## src/rtl/sacc_pkg.sv

```systemverilog
package sacc_pkg;

    // Low opcode bits that select the operation; the rest are ignored.
    localparam int unsigned OPC_BITS = 3;

    // Shift registers on the serial bus, indexed in the register array.
    localparam int unsigned NREG    = 5;
    localparam int unsigned REG_PC  = 0;
    localparam int unsigned REG_IR  = 1;
    localparam int unsigned REG_AR  = 2;
    localparam int unsigned REG_ACC = 3;
    localparam int unsigned REG_WSR = 4;

    typedef enum logic [2:0] {
        ST_OPC   = 3'd0,
        ST_STEP1 = 3'd1,
        ST_ARG   = 3'd2,
        ST_STEP2 = 3'd3,
        ST_RUN   = 3'd4
    } phase_e;

    typedef enum logic [2:0] {
        OP_LOAD  = 3'd0,
        OP_ADD   = 3'd1,
        OP_NAND  = 3'd2,
        OP_STORE = 3'd3,
        OP_SHR   = 3'd4,
        OP_JZ    = 3'd5,
        OP_NOP6  = 3'd6,
        OP_NOP7  = 3'd7
    } opc_e;

    typedef enum logic [2:0] {
        ALU_PASS_A = 3'd0,
        ALU_PASS_B = 3'd1,
        ALU_ADD    = 3'd2,
        ALU_NAND   = 3'd3,
        ALU_INC    = 3'd4
    } alu_e;

    // Per-clock control word of the serial datapath.
    typedef struct packed {
        alu_e            op;
        logic            a;
        logic            b;
        logic [NREG-1:0] en;
        logic            we;
    } ctl_t;

    function automatic phase_e phase_after(input phase_e p);
        case (p)
            ST_OPC:   return ST_STEP1;
            ST_STEP1: return ST_ARG;
            ST_ARG:   return ST_STEP2;
            ST_STEP2: return ST_RUN;
            default:  return ST_OPC;
        endcase
    endfunction

endpackage

```

## src/rtl/sacc_seq.sv

```systemverilog
module sacc_seq
    import sacc_pkg::*;
#(
    parameter int W  = 8,
    parameter int CW = 3
) (
    input  logic          clk,
    input  logic          rst,
    output phase_e        phase,
    output logic [CW-1:0] bitn,
    output logic          first,
    output logic          last
);
    localparam logic [CW-1:0] LAST_BIT = CW'(W - 1);

    assign first = (bitn == '0);
    assign last  = (bitn == LAST_BIT);

    always_ff @(posedge clk) begin
        if (rst) begin
            phase <= ST_OPC;
            bitn  <= '0;
        end else begin
            bitn <= last ? '0 : bitn + 1'b1;
            if (last) begin
                phase <= phase_after(phase);
            end
        end
    end

    // a phase is never left before its final bit-clock
    p_phase_hold_r2: assert property (@(posedge clk) disable iff (rst)
        !last |=> $stable(phase));

endmodule

```

## src/rtl/sacc_alu.sv

```systemverilog
module sacc_alu
    import sacc_pkg::*;
(
    input  logic clk,
    input  logic rst,
    input  logic en,
    input  logic first,
    input  alu_e op,
    input  logic a,
    input  logic b,
    output logic y
);
    logic carry_q;
    logic cin;
    logic cnext;

    always_comb begin
        // Word start: carry-in is 1 for increment, 0 otherwise.
        cin   = first ? (op == ALU_INC) : carry_q;
        y     = 1'b0;
        cnext = 1'b0;
        unique case (op)
            ALU_PASS_A: y = a;
            ALU_PASS_B: y = b;
            ALU_ADD: begin
                y     = a ^ b ^ cin;
                cnext = (a & b) | (cin & (a ^ b));
            end
            ALU_NAND: y = ~(a & b);
            ALU_INC: begin
                y     = a ^ cin;
                cnext = a & cin;
            end
            default: y = 1'b0;
        endcase
    end

    always_ff @(posedge clk) begin
        if (rst) begin
            carry_q <= 1'b0;
        end else if (en) begin
            carry_q <= cnext;
        end
    end

endmodule

```

## src/rtl/sacc_sreg.sv

```systemverilog
module sacc_sreg #(
    parameter int W = 8
) (
    input  logic         clk,
    input  logic         rst,
    input  logic         en,
    input  logic         sin,
    output logic [W-1:0] q
);
    // Right shift: new bit enters at the top, LSB leaves first.
    always_ff @(posedge clk) begin
        if (rst) begin
            q <= '0;
        end else if (en) begin
            q <= {sin, q[W-1:1]};
        end
    end

endmodule

```

## src/rtl/serial_acc_cpu.sv

```systemverilog
module serial_acc_cpu
    import sacc_pkg::*;
#(
    parameter int W = 8
) (
    input  logic         clk,
    input  logic         rst,
    output logic [W-1:0] mem_addr,
    input  logic [W-1:0] mem_rdata,
    output logic [W-1:0] mem_wdata,
    output logic         mem_we
);
    localparam int CW = (W > 1) ? $clog2(W) : 1;

    phase_e        phase;
    logic [CW-1:0] bitn;
    logic          first;
    logic          last;
    ctl_t          ctl;
    logic          alu_y;
    logic [W-1:0]  regs [NREG];
    logic [W-1:0]  pc, ir, ar, acc, wsr;
    opc_e          opc;
    logic          rbit;
    logic          acc_zero;
    logic          unused_bits;

    sacc_seq #(.W(W), .CW(CW)) u_seq (
        .clk   (clk),
        .rst   (rst),
        .phase (phase),
        .bitn  (bitn),
        .first (first),
        .last  (last)
    );

    sacc_alu u_alu (
        .clk   (clk),
        .rst   (rst),
        .en    (|ctl.en),
        .first (first),
        .op    (ctl.op),
        .a     (ctl.a),
        .b     (ctl.b),
        .y     (alu_y)
    );

    // Every register is a right-shift register fed by the ALU output.
    for (genvar g = 0; g < NREG; g++) begin : g_reg
        sacc_sreg #(.W(W)) u_reg (
            .clk (clk),
            .rst (rst),
            .en  (ctl.en[g]),
            .sin (alu_y),
            .q   (regs[g])
        );
    end

    assign pc  = regs[REG_PC];
    assign ir  = regs[REG_IR];
    assign ar  = regs[REG_AR];
    assign acc = regs[REG_ACC];
    assign wsr = regs[REG_WSR];

    assign opc         = opc_e'(ir[OPC_BITS-1:0]);
    assign rbit        = mem_rdata[bitn];
    assign acc_zero    = (acc == '0);
    assign unused_bits = ^{ir[W-1:OPC_BITS], wsr[0]};

    always_comb begin
        ctl    = '0;
        ctl.op = ALU_PASS_B;
        unique case (phase)
            ST_OPC: begin
                ctl.b           = rbit;
                ctl.en[REG_IR]  = 1'b1;
            end
            ST_STEP1, ST_STEP2: begin
                ctl.op          = ALU_INC;
                ctl.a           = pc[0];
                ctl.en[REG_PC]  = 1'b1;
            end
            ST_ARG: begin
                ctl.b           = rbit;
                ctl.en[REG_AR]  = 1'b1;
            end
            ST_RUN: begin
                unique case (opc)
                    OP_LOAD: begin
                        ctl.b            = rbit;
                        ctl.en[REG_ACC]  = 1'b1;
                    end
                    OP_ADD: begin
                        ctl.op           = ALU_ADD;
                        ctl.a            = acc[0];
                        ctl.b            = rbit;
                        ctl.en[REG_ACC]  = 1'b1;
                    end
                    OP_NAND: begin
                        ctl.op           = ALU_NAND;
                        ctl.a            = acc[0];
                        ctl.b            = rbit;
                        ctl.en[REG_ACC]  = 1'b1;
                    end
                    OP_STORE: begin
                        // Accumulator rotates through the ALU into the
                        // write converter; strobe on the final bit.
                        ctl.op           = ALU_PASS_A;
                        ctl.a            = acc[0];
                        ctl.en[REG_ACC]  = 1'b1;
                        ctl.en[REG_WSR]  = 1'b1;
                        ctl.we           = last;
                    end
                    OP_SHR: begin
                        // Serial output of the next bit feeds back; a zero
                        // enters as the new top bit.
                        ctl.op           = ALU_PASS_A;
                        ctl.a            = last ? 1'b0 : acc[1];
                        ctl.en[REG_ACC]  = 1'b1;
                    end
                    OP_JZ: begin
                        if (acc_zero) begin
                            ctl.b           = ar[bitn];
                            ctl.en[REG_PC]  = 1'b1;
                        end
                    end
                    default: ctl.op = ALU_PASS_B;
                endcase
            end
            default: ctl.op = ALU_PASS_B;
        endcase
    end

    assign mem_addr  = (phase == ST_RUN) ? ar : pc;
    assign mem_wdata = {alu_y, wsr[W-1:1]};
    assign mem_we    = ctl.we;

    // ---------------------------------------------------------------
    // Checking support: register values at the start of each phase.
    // ---------------------------------------------------------------
    logic [W-1:0] snap_pc;
    logic [W-1:0] snap_acc;
    logic         snap_z;

    always_ff @(posedge clk) begin
        if (rst) begin
            snap_pc  <= '0;
            snap_acc <= '0;
            snap_z   <= 1'b0;
        end else if (first) begin
            snap_pc  <= pc;
            snap_acc <= acc;
            snap_z   <= acc_zero;
        end
    end

    // a step phase leaves PC one higher, modulo the width
    p_pc_step_r3: assert property (@(posedge clk) disable iff (rst)
        (last && (phase == ST_STEP1 || phase == ST_STEP2)) |=> (pc == snap_pc + 1'b1));

    // jump loads AR only when the accumulator was zero
    p_jz_target_r9: assert property (@(posedge clk) disable iff (rst)
        (last && phase == ST_RUN && opc == OP_JZ) |=> (pc == (snap_z ? ar : snap_pc)));

    // store, jump and no-op leave the accumulator as it was
    p_acc_keep_r7: assert property (@(posedge clk) disable iff (rst)
        (last && phase == ST_RUN &&
         (opc == OP_STORE || opc == OP_JZ || opc == OP_NOP6 || opc == OP_NOP7))
        |=> (acc == snap_acc));

    // right shift by one with a zero at the top
    p_shr_result_r8: assert property (@(posedge clk) disable iff (rst)
        (last && phase == ST_RUN && opc == OP_SHR)
        |=> (acc[W-1] == 1'b0 && acc[W-2:0] == snap_acc[W-1:1]));

    // the write strobe lasts one clock
    p_we_once_r7: assert property (@(posedge clk) disable iff (rst)
        mem_we |=> !mem_we);

    // address held steady inside fetch and execute phases
    p_addr_hold_r2: assert property (@(posedge clk) disable iff (rst)
        (!first && phase != ST_STEP1 && phase != ST_STEP2) |-> $stable(mem_addr));

endmodule

```

## config.mk

```make
export PLATFORM = sky130hd
export DESIGN_NAME = serial_acc_cpu
export DESIGN_NICKNAME = d
export VERILOG_FILES = /design/src/rtl/sacc_pkg.sv /design/src/rtl/sacc_seq.sv /design/src/rtl/sacc_alu.sv /design/src/rtl/sacc_sreg.sv /design/src/rtl/serial_acc_cpu.sv
export SDC_FILE = /design/constraint.sdc
export NUM_CORES = 1
export LEC_CHECK = 0
export BUFFER_PORTS_ARGS = -buffer_cell sky130_fd_sc_hd__buf_2
export CORE_ASPECT_RATIO = 1.4
export CORE_MARGIN = 2
export CORE_UTILIZATION = 47
export DETAILED_ROUTE_END_ITERATION = 8
export PLACE_DENSITY = 0.63
export SLEW_MARGIN = 40
export SYNTH_ARGS = -nofsm -noshare
export SYNTH_HDL_FRONTEND = slang
export SYNTH_SLANG_ARGS = --single-unit
```

## constraint.sdc

```tcl
create_clock -name clk -period 4.55 [get_ports clk]
set_clock_uncertainty 0.15 [all_clocks]
set_input_delay 1.1375 -clock clk [delete_from_list [all_inputs] [get_ports clk]]
set_output_delay 1.1375 -clock clk [all_outputs]
set_load 0.05 [all_outputs]
```

==> results of run 1 <==
tightest hold or removal path: stages (launching register included):
cell     delay (ps)
dfxtp_1         320
nand2_1          50
a21oi_1          50
state kept, by name (all words and copies together), names as in the netlist:
| name | flops |
|---|---|
| u_seq.phase | 3 |
| u_alu.carry_q | 1 |
| g.u_reg.q | 39 |
| u_seq.bitn | 3 |
worst paths after layout:
check                       from                   to  slack, ps  cells past startpoint
max reg2reg        u_seq.bitn[0]  g_reg[3].u_reg.q[7]       1680                     13
min reg2reg  g_reg[1].u_reg.q[4]  g_reg[1].u_reg.q[3]        300                      2
max                 mem_rdata[2]         mem_wdata[7]        110                     13
min          g_reg[1].u_reg.q[4]  g_reg[1].u_reg.q[3]        300                      2
layer usage:
metal | routed length (um) | part of all wire | track usage
met5 | 0 | 0 | 0
met4 | 65 | 0.014 | 0.06383
met3 | 162 | 0.034 | 0.03811
met2 | 2294 | 0.49 | 0.3011
met1 | 2194 | 0.47 | 0.2662
cells in the final DEF (no fill, tap or decap), drive strengths merged, types with 3 or more instances in the layout:
cell / instances
a211oi: 3
a21oi: 19
a311oi: 3
buf: 34
clkbuf: 7
dfxtp: 46
ha: 4
inv: 7
mux2i: 24
nand2: 56
nor2: 39
nor2b: 4
nor3: 6
nor3b: 5
o21ai: 5
cell type report:
class | instances | area [um2] | share of cell area
Clock buffer | 7 | 86.33 | 0.03445
Clock inverter | 1 | 8.758 | 0.003495
Inverter | 6 | 22.52 | 0.008987
Multi-Input combinational cell | 196 | 1197 | 0.4778
Sequential cell | 46 | 920.9 | 0.3674
Tap cell | 62 | 77.57 | 0.03095
Timing Repair Buffer | 34 | 192.7 | 0.07688
per-stage QoR:
step / instance area (um2) / worst slack (ps) / hold slack (ps)
finish: 2506 / 110.1 / 303.8
global route: 2506 / -94.29 / 337.1
CTS: 2497 / 49.48 / 308.5
detailed placement: 2402 / 54.99 / 295.3
global placement: 2397 / 71.65 / 289.9
floorplan: 2212 / 190.7 / 282.1
cells by family (layout without fill, tap and decap cells):
| family | count (synthesis) | count (layout) | synth area share |
|---|---|---|---|
| AO/OA/AOI/OAI | 37 | 37 | 0.1063 |
| XOR/XNOR | 2 | 2 | 0.007920 |
| adder cells (fa/ha/maj) | 4 | 4 | 0.02263 |
| buffers and inverters | 24 | 48 | 0.04751 |
| flip-flops | 46 | 46 | 0.4163 |
| multiplexers | 28 | 28 | 0.1391 |
| AND/OR/NAND/NOR | 125 | 125 | 0.2602 |
where the power goes:
group          internal (mW)  leakage (nW)  switching [mW]  total [mW]
combinational         0.0337         0.627          0.0444      0.0781
sequential             0.410         0.372          0.0105       0.421
clock                  0.126        0.0489           0.139       0.265
==> results.json, run 1 <==
{
  "synth_top_area_frac": 0.4163,
  "coreArea_um2": 4536,
  "arrival_ps": 3150,
  "yosysMostFrequentCell": "nand2_1",
  "syn-num-nets": 280,
  "slew_viol_final": 0,
  "drt_pass1_iterations": 4,
  "syn_inst": 266,
  "final_core_util": 0.5526,
  "rows": 29,
  "cts_setup_buffers": 0,
  "outcome": "completed",
  "synth.largest_area_cell": "dfxtp_1",
  "track_usage": 0.1942,
  "ctsHoldBuffers": 0,
  "nets": 303,
  "synth_area_leaders": "dfxtp_1, mux2i_1, nand2_1",
  "grt_pass1_wl_um": 7776,
  "finalHoldViolCount": 0,
  "p_total_mw": 0.7635,
  "grt_max_degree": 47,
  "final.min_clock_period_ps": 4440,
  "critPathMaxStageDelay_ps": 350,
  "ys_warn_count": 0,
  "setup_viol": 0,
  "insertion_delay_ps": 300,
  "area_growth_pct": 13.29,
  "synth-seq-cells": 46,
  "worst_pin_slew_ps": 748.2,
  "num_io_pins": 27,
  "relSlewSlack": 0.4985,
  "tritoncts": "done",
  "gp_congestion": 0.9002,
  "fmax_mhz": 225.2,
  "critical_path_required_ps": 3260,
  "ir_drop_mv": 0.2147,
  "vias": 1839,
  "grt-ovfl-total": 0,
  "clock_path_buffers": 2,
  "post-place-cells": 344,
  "cp-start-kind": "input pin",
  "synth_cell_types": 45,
  "place_hpwl_um": 3370,
  "portBuffers": 26,
  "drt-initial-drc-count": 70,
  "synth_top_cells_by_count": "nand2_1, dfxtp_1, nor2_1",
  "cts_resized": 0,
  "ys_seq_area_frac": 0.4163,
  "antenna_cells": 0,
  "max_cap_viol_count": 0,
  "cts.clk_slew.worst_paths_ps": 90,
  "wl_um": 4717,
  "cpLargestDelayFamily": "compound AO/OA/AOI/OAI gates",
  "die_height_um": 85.18,
  "finalNonFillerCells": 352,
  "power_leakage_nw": 1.048,
  "ys_async_sr_fraction": 0,
  "num-fill-cells": 441,
  "dieArea_um2": 5279,
  "grt_antenna_before_repair": 0,
  "crit_fanout": 2,
  "netlist_area_um2": 2212,
  "crit_buf_inv": 3,
  "drive_gt1_frac": 0.1828,
  "drc_errors": 0,
  "synth_edf_count": 0,
  "fin_setup_tns_ps": 0,
  "syn_avg_cell_area_um2": 8.316,
  "ys.flop_type": "dfxtp_1",
  "timing.final.crit_share": 0.9758,
  "hold_path.class": "flop to flop",
  "crit_path_cell_trace": "buf_2, mux2i_1, a221o_1, a311oi_2, nor2_1, inv_1, ha_1, nor2_1, o21ai_0, a21oi_1, a221oi_2, nand2_1, buf_2",
  "powerDensity_nw_per_um2": 304.6,
  "htree_levels": 2,
  "cts_buffers": 5,
  "critPathSlowestCell": "a221o_1",
  "vias_per_cell": 5.224,
  "cp-end-kind": "output pin",
  "worst-setup-path-type": "input pin to output pin",
  "initial_core_util": 0.4877,
  "grt_pass1_vias": 1659,
  "die_w_um": 61.98,
  "clock-root-buffer": "clkbuf_8",
  "final_antenna_net_count": 0,
  "routedWlPerCell_um": 13.40,
  "clock_sinks": 46
}
No activity file was read; power rests on OpenSTA's default activity.
==> run 2, diff against run 1 <==
--- a/config.mk
+++ b/config.mk
@@ -7,10 +7,10 @@
 export LEC_CHECK = 0
 export BUFFER_PORTS_ARGS = -buffer_cell sky130_fd_sc_hd__buf_2
 export CORE_ASPECT_RATIO = 1.4
-export CORE_MARGIN = 2
 export CORE_UTILIZATION = 47
+export CTS_BUF_LIST = sky130_fd_sc_hd__clkbuf_2 sky130_fd_sc_hd__clkbuf_4 sky130_fd_sc_hd__clkbuf_8
 export DETAILED_ROUTE_END_ITERATION = 8
-export PLACE_DENSITY = 0.63
+export PLACE_DENSITY = 0.65
 export SLEW_MARGIN = 40
 export SYNTH_ARGS = -nofsm -noshare
 export SYNTH_HDL_FRONTEND = slang
==> constraint.sdc (replaced) <==
create_clock -name clk -period 4 [get_ports clk]
set_clock_uncertainty 0.15 [all_clocks]
set_input_delay 1 -clock clk [delete_from_list [all_inputs] [get_ports clk]]
set_output_delay 1 -clock clk [all_outputs]
set_load 0.05 [all_outputs]
==> results.json, run 2 (synthesis gave the netlist of run 1 again) <==
{
  "outcome": "finished with violations",
  "violations": "negative setup slack",
  "power_leakage_nw": 1.084,
  "post-place-cells": 347,
  "rows": 29,
  "grt-ovfl-total": 0,
  "arrival_ps": 2940,
  "reg2reg_to": "g_reg[0].u_reg.q[7]",
  "final_antenna_net_count": 0,
  "finalNonFillerCells": 357,
  "drt_pass1_iterations": 5,
  "cp-start-kind": "input pin",
  "critical_path_required_ps": 2850,
  "grt_pass1_vias": 1776,
  "clock_sinks": 46,
  "rr_worst_depth": 14,
  "ctsHoldBuffers": 0,
  "regMostFlops": "g.u_reg.q",
  "largest_registers": "g.u_reg.q (39), u_seq.bitn (3), u_seq.phase (3)",
  "cts_buffers": 5,
  "r2r_slack_ps": 1020,
  "layout_common_cells": "nand2_1, dfxtp_1, nor2_1, mux2i_1, buf_2",
  "final_common_cell": "nand2_1",
  "place_hpwl_um": 3281,
  "whs_endpoint": "g_reg[1].u_reg.q[6]",
  "grt_pass1_wl_um": 7976,
  "pre_cts_slack_ps": -172.4,
  "final.min_clock_period_ps": 4092,
  "drive_gt1_frac": 0.2068,
  "portBuffers": 26,
  "holdPathStages": 2,
  "die_w_um": 59.98,
  "slew_viol_final": 0,
  "worst_pin_slew_ps": 660.8,
  "tritoncts": "done",
  "ir_drop_mv": 0.2158,
  "clock-root-buffer": "clkbuf_8",
  "setup_viol": 1,
  "powerDensity_nw_per_um2": 358.8,
  "coreArea_um2": 4536,
  "drc_errors": 0,
  "dieArea_um2": 4989,
  "final_core_util": 0.5710,
  "timing.final.crit_share": 1.023,
  "relSlewSlack": 0.5571,
  "vias_per_cell": 5.182,
  "wl_um": 4565,
  "gp_congestion": 0.8499,
  "routedWlPerCell_um": 12.79,
  "initial_core_util": 0.4877,
  "num_io_pins": 27,
  "fin_ws_ps": -91.66,
  "grt_antenna_before_repair": 0,
  "insertion_delay_ps": 300,
  "max_cap_viol_count": 0,
  "min_from": "g_reg[1].u_reg.q[7]",
  "worst-setup-path-type": "input pin to output pin",
  "hold_path.class": "flop to flop",
  "drt-initial-drc-count": 74,
  "die_height_um": 83.18,
  "grt_max_degree": 47,
  "finalHoldViolCount": 0,
  "cp-end-kind": "output pin",
  "timing.rr.start": "u_seq.bitn[0]",
  "clock_path_buffers": 2,
  "cts.clk_slew.worst_paths_ps": 80,
  "antenna_cells": 0,
  "track_usage": 0.2067,
  "area_growth_pct": 17.08,
  "fmax_mhz": 244.4,
  "nets": 309,
  "largest_reg_flops": 39,
  "htree_levels": 2,
  "vias": 1850,
  "crit_fanout": 2,
  "rsz0062_at_grt": "true",
  "p_total_mw": 0.9293
}
run 2: metal layers:
layer | global-route usage | wire (um) | vias up | share of wire
li1 | - | - | 961 | -
met3 | 0.03271 | 135 | 9 | 0.030
met1 | 0.2682 | 2064 | 847 | 0.45
met4 | 0.07188 | 82 | 0 | 0.018
met5 | 0 | 0 | - | 0
met2 | 0.3384 | 2283 | 33 | 0.50
run 2: how the worst max path moves through the flow:
stage               depth (start not counted)            to  slack [ps]         start
floorplan                                  10  mem_wdata[7]          20  mem_rdata[5]
global placement                           11  mem_wdata[7]        -130  mem_rdata[5]
detailed placement                         11  mem_wdata[7]        -170  mem_rdata[5]
CTS                                        11  mem_wdata[7]         -40  mem_rdata[5]
global route                               11  mem_wdata[7]        -200  mem_rdata[5]
finish                                     11  mem_wdata[7]         -90  mem_rdata[5]
run 2: area by class of cell:
| cell class | instances | area [um2] |
|---|---|---|
| clock buffers | 6 | 82.58 |
| clock inverters | 1 | 30.03 |
| fillers | 447 | 1946 |
| inverters | 6 | 22.52 |
| multi-input cells | 196 | 1212 |
| flip-flops and latches | 46 | 920.9 |
| well taps | 62 | 77.57 |
| repair buffers | 40 | 244.0 |
run 2: power by group:
group / internal [mW] / switching (mW) / total (mW) / leakage [nW]
Combinational: 0.0463 / 0.0522 / 0.0985 / 0.655
Sequential: 0.467 / 0.0121 / 0.479 / 0.372
Clock: 0.200 / 0.152 / 0.352 / 0.0573
run 2: per-stage QoR:
step,hold slack (ps),area (um2),setup TNS (ps)
floorplan,282.1,2218,0
global placement,293.3,2426,-132.2
detailed placement,298.1,2431,-172.4
CTS,309.5,2580,-35.86
global route,346.4,2590,-201.5
finish,304.6,2590,-91.66
run 2: what timing repair did:
action                                  in CTS  in global routing
pin swaps                                    3                  4
gates resized for setup                      6                  0
endpoints found under the setup margin       1                  1
cloned                                       0                  0
hold endpoints to repair                     0                  0
buffers inserted                             2                  1
run 2: critical path, cell delays in order:
cell and delay, ps:
buf_2 100, mux4_2 470, nor2_2 100, a311oi_2 60
nor2_1 180, inv_1 90, ha_4 220, xnor2_1 130
a221oi_2 290, nand2_1 130, buf_6 170
==> run 3, diff against run 2 <==
--- a/config.mk
+++ b/config.mk
@@ -11,6 +11,7 @@
 export CTS_BUF_LIST = sky130_fd_sc_hd__clkbuf_2 sky130_fd_sc_hd__clkbuf_4 sky130_fd_sc_hd__clkbuf_8
 export DETAILED_ROUTE_END_ITERATION = 8
 export PLACE_DENSITY = 0.65
+export RECOVER_POWER = 25
 export SLEW_MARGIN = 40
 export SYNTH_ARGS = -nofsm -noshare
 export SYNTH_HDL_FRONTEND = slang
==> results.json, run 3 (synthesis gave the netlist of run 1 again) <==
{
  "place_hpwl_um": 3281,
  "cp-end-kind": "output pin",
  "grt_pass1_vias": 1776,
  "fmax_mhz": 244.4,
  "timing.rr.start": "u_seq.bitn[0]",
  "design_area_um2": 2586,
  "p_int_mw": 0.7125,
  "switchingPower_mw": 0.2158,
  "combPwrFrac": 0.106,
  "final.min_clock_period_ps": 4091,
  "setup_viol": 1,
  "timing.final.crit_share": 1.023,
  "crit_path_cell_trace": "buf_2, mux4_2, nor2_2, a311oi_2, nor2_1, inv_1, ha_4, xnor2_1, a221oi_2, nand2_1, buf_6",
  "post-place-cells": 347,
  "coreArea_um2": 4536,
  "track_usage": 0.2067,
  "regMostFlops": "g.u_reg.q",
  "cts.clk_slew.worst_paths_ps": 80,
  "critPathSlowestCell": "mux4_2",
  "outcome": "finished with violations",
  "die_w_um": 59.98,
  "crit_fanout": 2,
  "max_cap_viol_count": 1,
  "power_leakage_nw": 1.080,
  "fin_ws_ps": -91.50,
  "antenna_cells": 0,
  "num_io_pins": 27,
  "grt_max_degree": 47,
  "drive_gt1_frac": 0.2034,
  "vias_per_cell": 5.171,
  "powerDensity_nw_per_um2": 359.0,
  "relSlewSlack": -0.2695,
  "ir_drop_mv": 0.2158,
  "p_clk_frac": 0.379,
  "violations": "max-capacitance violations, max-slew violations, negative setup slack",
  "wl_um": 4566,
  "cts_buffers": 5,
  "nets": 309,
  "critPathMaxStageDelay_ps": 470,
  "min_from": "g_reg[1].u_reg.q[7]",
  "finalNonFillerCells": 357,
  "p_seq_frac": 0.516,
  "largest_registers": "g.u_reg.q (39), u_seq.bitn (3), u_seq.phase (3)",
  "rows": 29,
  "clock-root-buffer": "clkbuf_8",
  "whs_endpoint": "g_reg[1].u_reg.q[6]",
  "drt_pass1_iterations": 5,
  "initial_core_util": 0.4877,
  "arrival_ps": 2940,
  "slew_viol_final": 47,
  "holdPathStages": 2,
  "layout_common_cells": "nand2_1, dfxtp_1, nor2_1, mux2i_1, buf_2",
  "final_antenna_net_count": 0,
  "largest_reg_flops": 39,
  "drt-initial-drc-count": 76,
  "grt_antenna_before_repair": 0,
  "htree_levels": 2,
  "area_growth_pct": 16.91,
  "sw_frac_of_total": 0.2325,
  "dieArea_um2": 4989,
  "grt-ovfl-total": 0,
  "insertion_delay_ps": 300,
  "routedWlPerCell_um": 12.79,
  "worst_pin_slew_ps": 1904,
  "clock_path_buffers": 2,
  "rr_worst_depth": 12,
  "tritoncts": "done",
  "die_height_um": 83.18,
  "final_common_cell": "nand2_1",
  "r2r_slack_ps": 990,
  "hold_path.class": "flop to flop",
  "cp-start-kind": "input pin",
  "worst-setup-path-type": "input pin to output pin",
  "rsz0062_at_grt": "true",
  "clock_sinks": 46,
  "gp_congestion": 0.8499,
  "portBuffers": 26,
  "dpl_cell_area_um2": 2431,
  "critical_path_required_ps": 2850,
  "drc_errors": 0,
  "grt_pass1_wl_um": 7976,
  "ctsHoldBuffers": 0,
  "finalHoldViolCount": 0,
  "reg2reg_to": "g_reg[3].u_reg.q[7]",
  "vias": 1846
}
## run 3: cell types whose count changed in the layout (fill, tap and decap cells not counted)
cell | before | now
buf_4 | 15 | 14
clkbuf_1 | 0 | 1
## run 3: critical path, delay by kind of cell
kind	cells	cell delay, ps
buffers and inverters	3	360
muxes	1	470
AOI/OAI and AO/OA	2	350
and+or+nand+nor	3	410
xor gates and xnor gates	1	130
adders and majority gates	1	220
## run 3: power groups by stage
stage	registers, mW	logic [mW]	clock network (mW)
2_1_floorplan	0.483	0.0734	0
3_3_place_gp	0.489	0.0902	0
3_5_place_dp	0.490	0.0912	0
4_1_cts	0.479	0.0992	0.357
5_1_grt	0.481	0.108	0.376
6_report	0.479	0.0980	0.352
## run 3: timing repair
item,4_1_cts,5_1_grt
gates cloned,0,0
pin swaps,3,4
setup endpoints to repair,1,1
buffers inserted,2,1
resized for setup,6,0
## run 3: metrics by stage
step	setup WS, ps	util	setup TNS, ps	power, mW	hold slack (ps)
after floorplan	16.00	-	0	0.5564	282.1
after CTS	-35.86	0.5688	-35.86	0.9351	309.5
after global placement	-132.2	0.5349	-132.2	0.5794	293.3
after global routing	-201.5	0.5702	-201.5	0.9652	346.4
final	-91.50	0.5702	-91.50	0.9283	304.6
after detailed placement	-172.4	0.5360	-172.4	0.5809	298.1
## run 3: worst max path at each step
| stage | slack, ps | depth (start not counted) | endpoint | startpoint |
|---|---|---|---|---|
| floorplan | 20 | 10 | mem_wdata[7] | mem_rdata[5] |
| global placement | -130 | 11 | mem_wdata[7] | mem_rdata[5] |
| detailed placement | -170 | 11 | mem_wdata[7] | mem_rdata[5] |
| CTS | -40 | 11 | mem_wdata[7] | mem_rdata[5] |
| global route | -200 | 11 | mem_wdata[7] | mem_rdata[5] |
| finish | -90 | 11 | mem_wdata[7] | mem_rdata[5] |
## run 3: cell type report
class / instances / area [um2]
Clock buffer: 6 / 82.58
Clock inverter: 1 / 30.03
Fill cell: 449 / 1949
Inverter: 6 / 22.52
Multi-Input combinational cell: 196 / 1212
Sequential cell: 46 / 920.9
Tap cell: 62 / 77.57
Timing Repair Buffer: 40 / 240.2
## run 3: routing by layer
layer	vias to the layer above	global-route usage	part of all wire
met5	-	0	0
met4	0	0.07188	0.018
met3	9	0.03271	0.030
met2	33	0.3384	0.50
met1	843	0.2682	0.45
li1	961	-	-
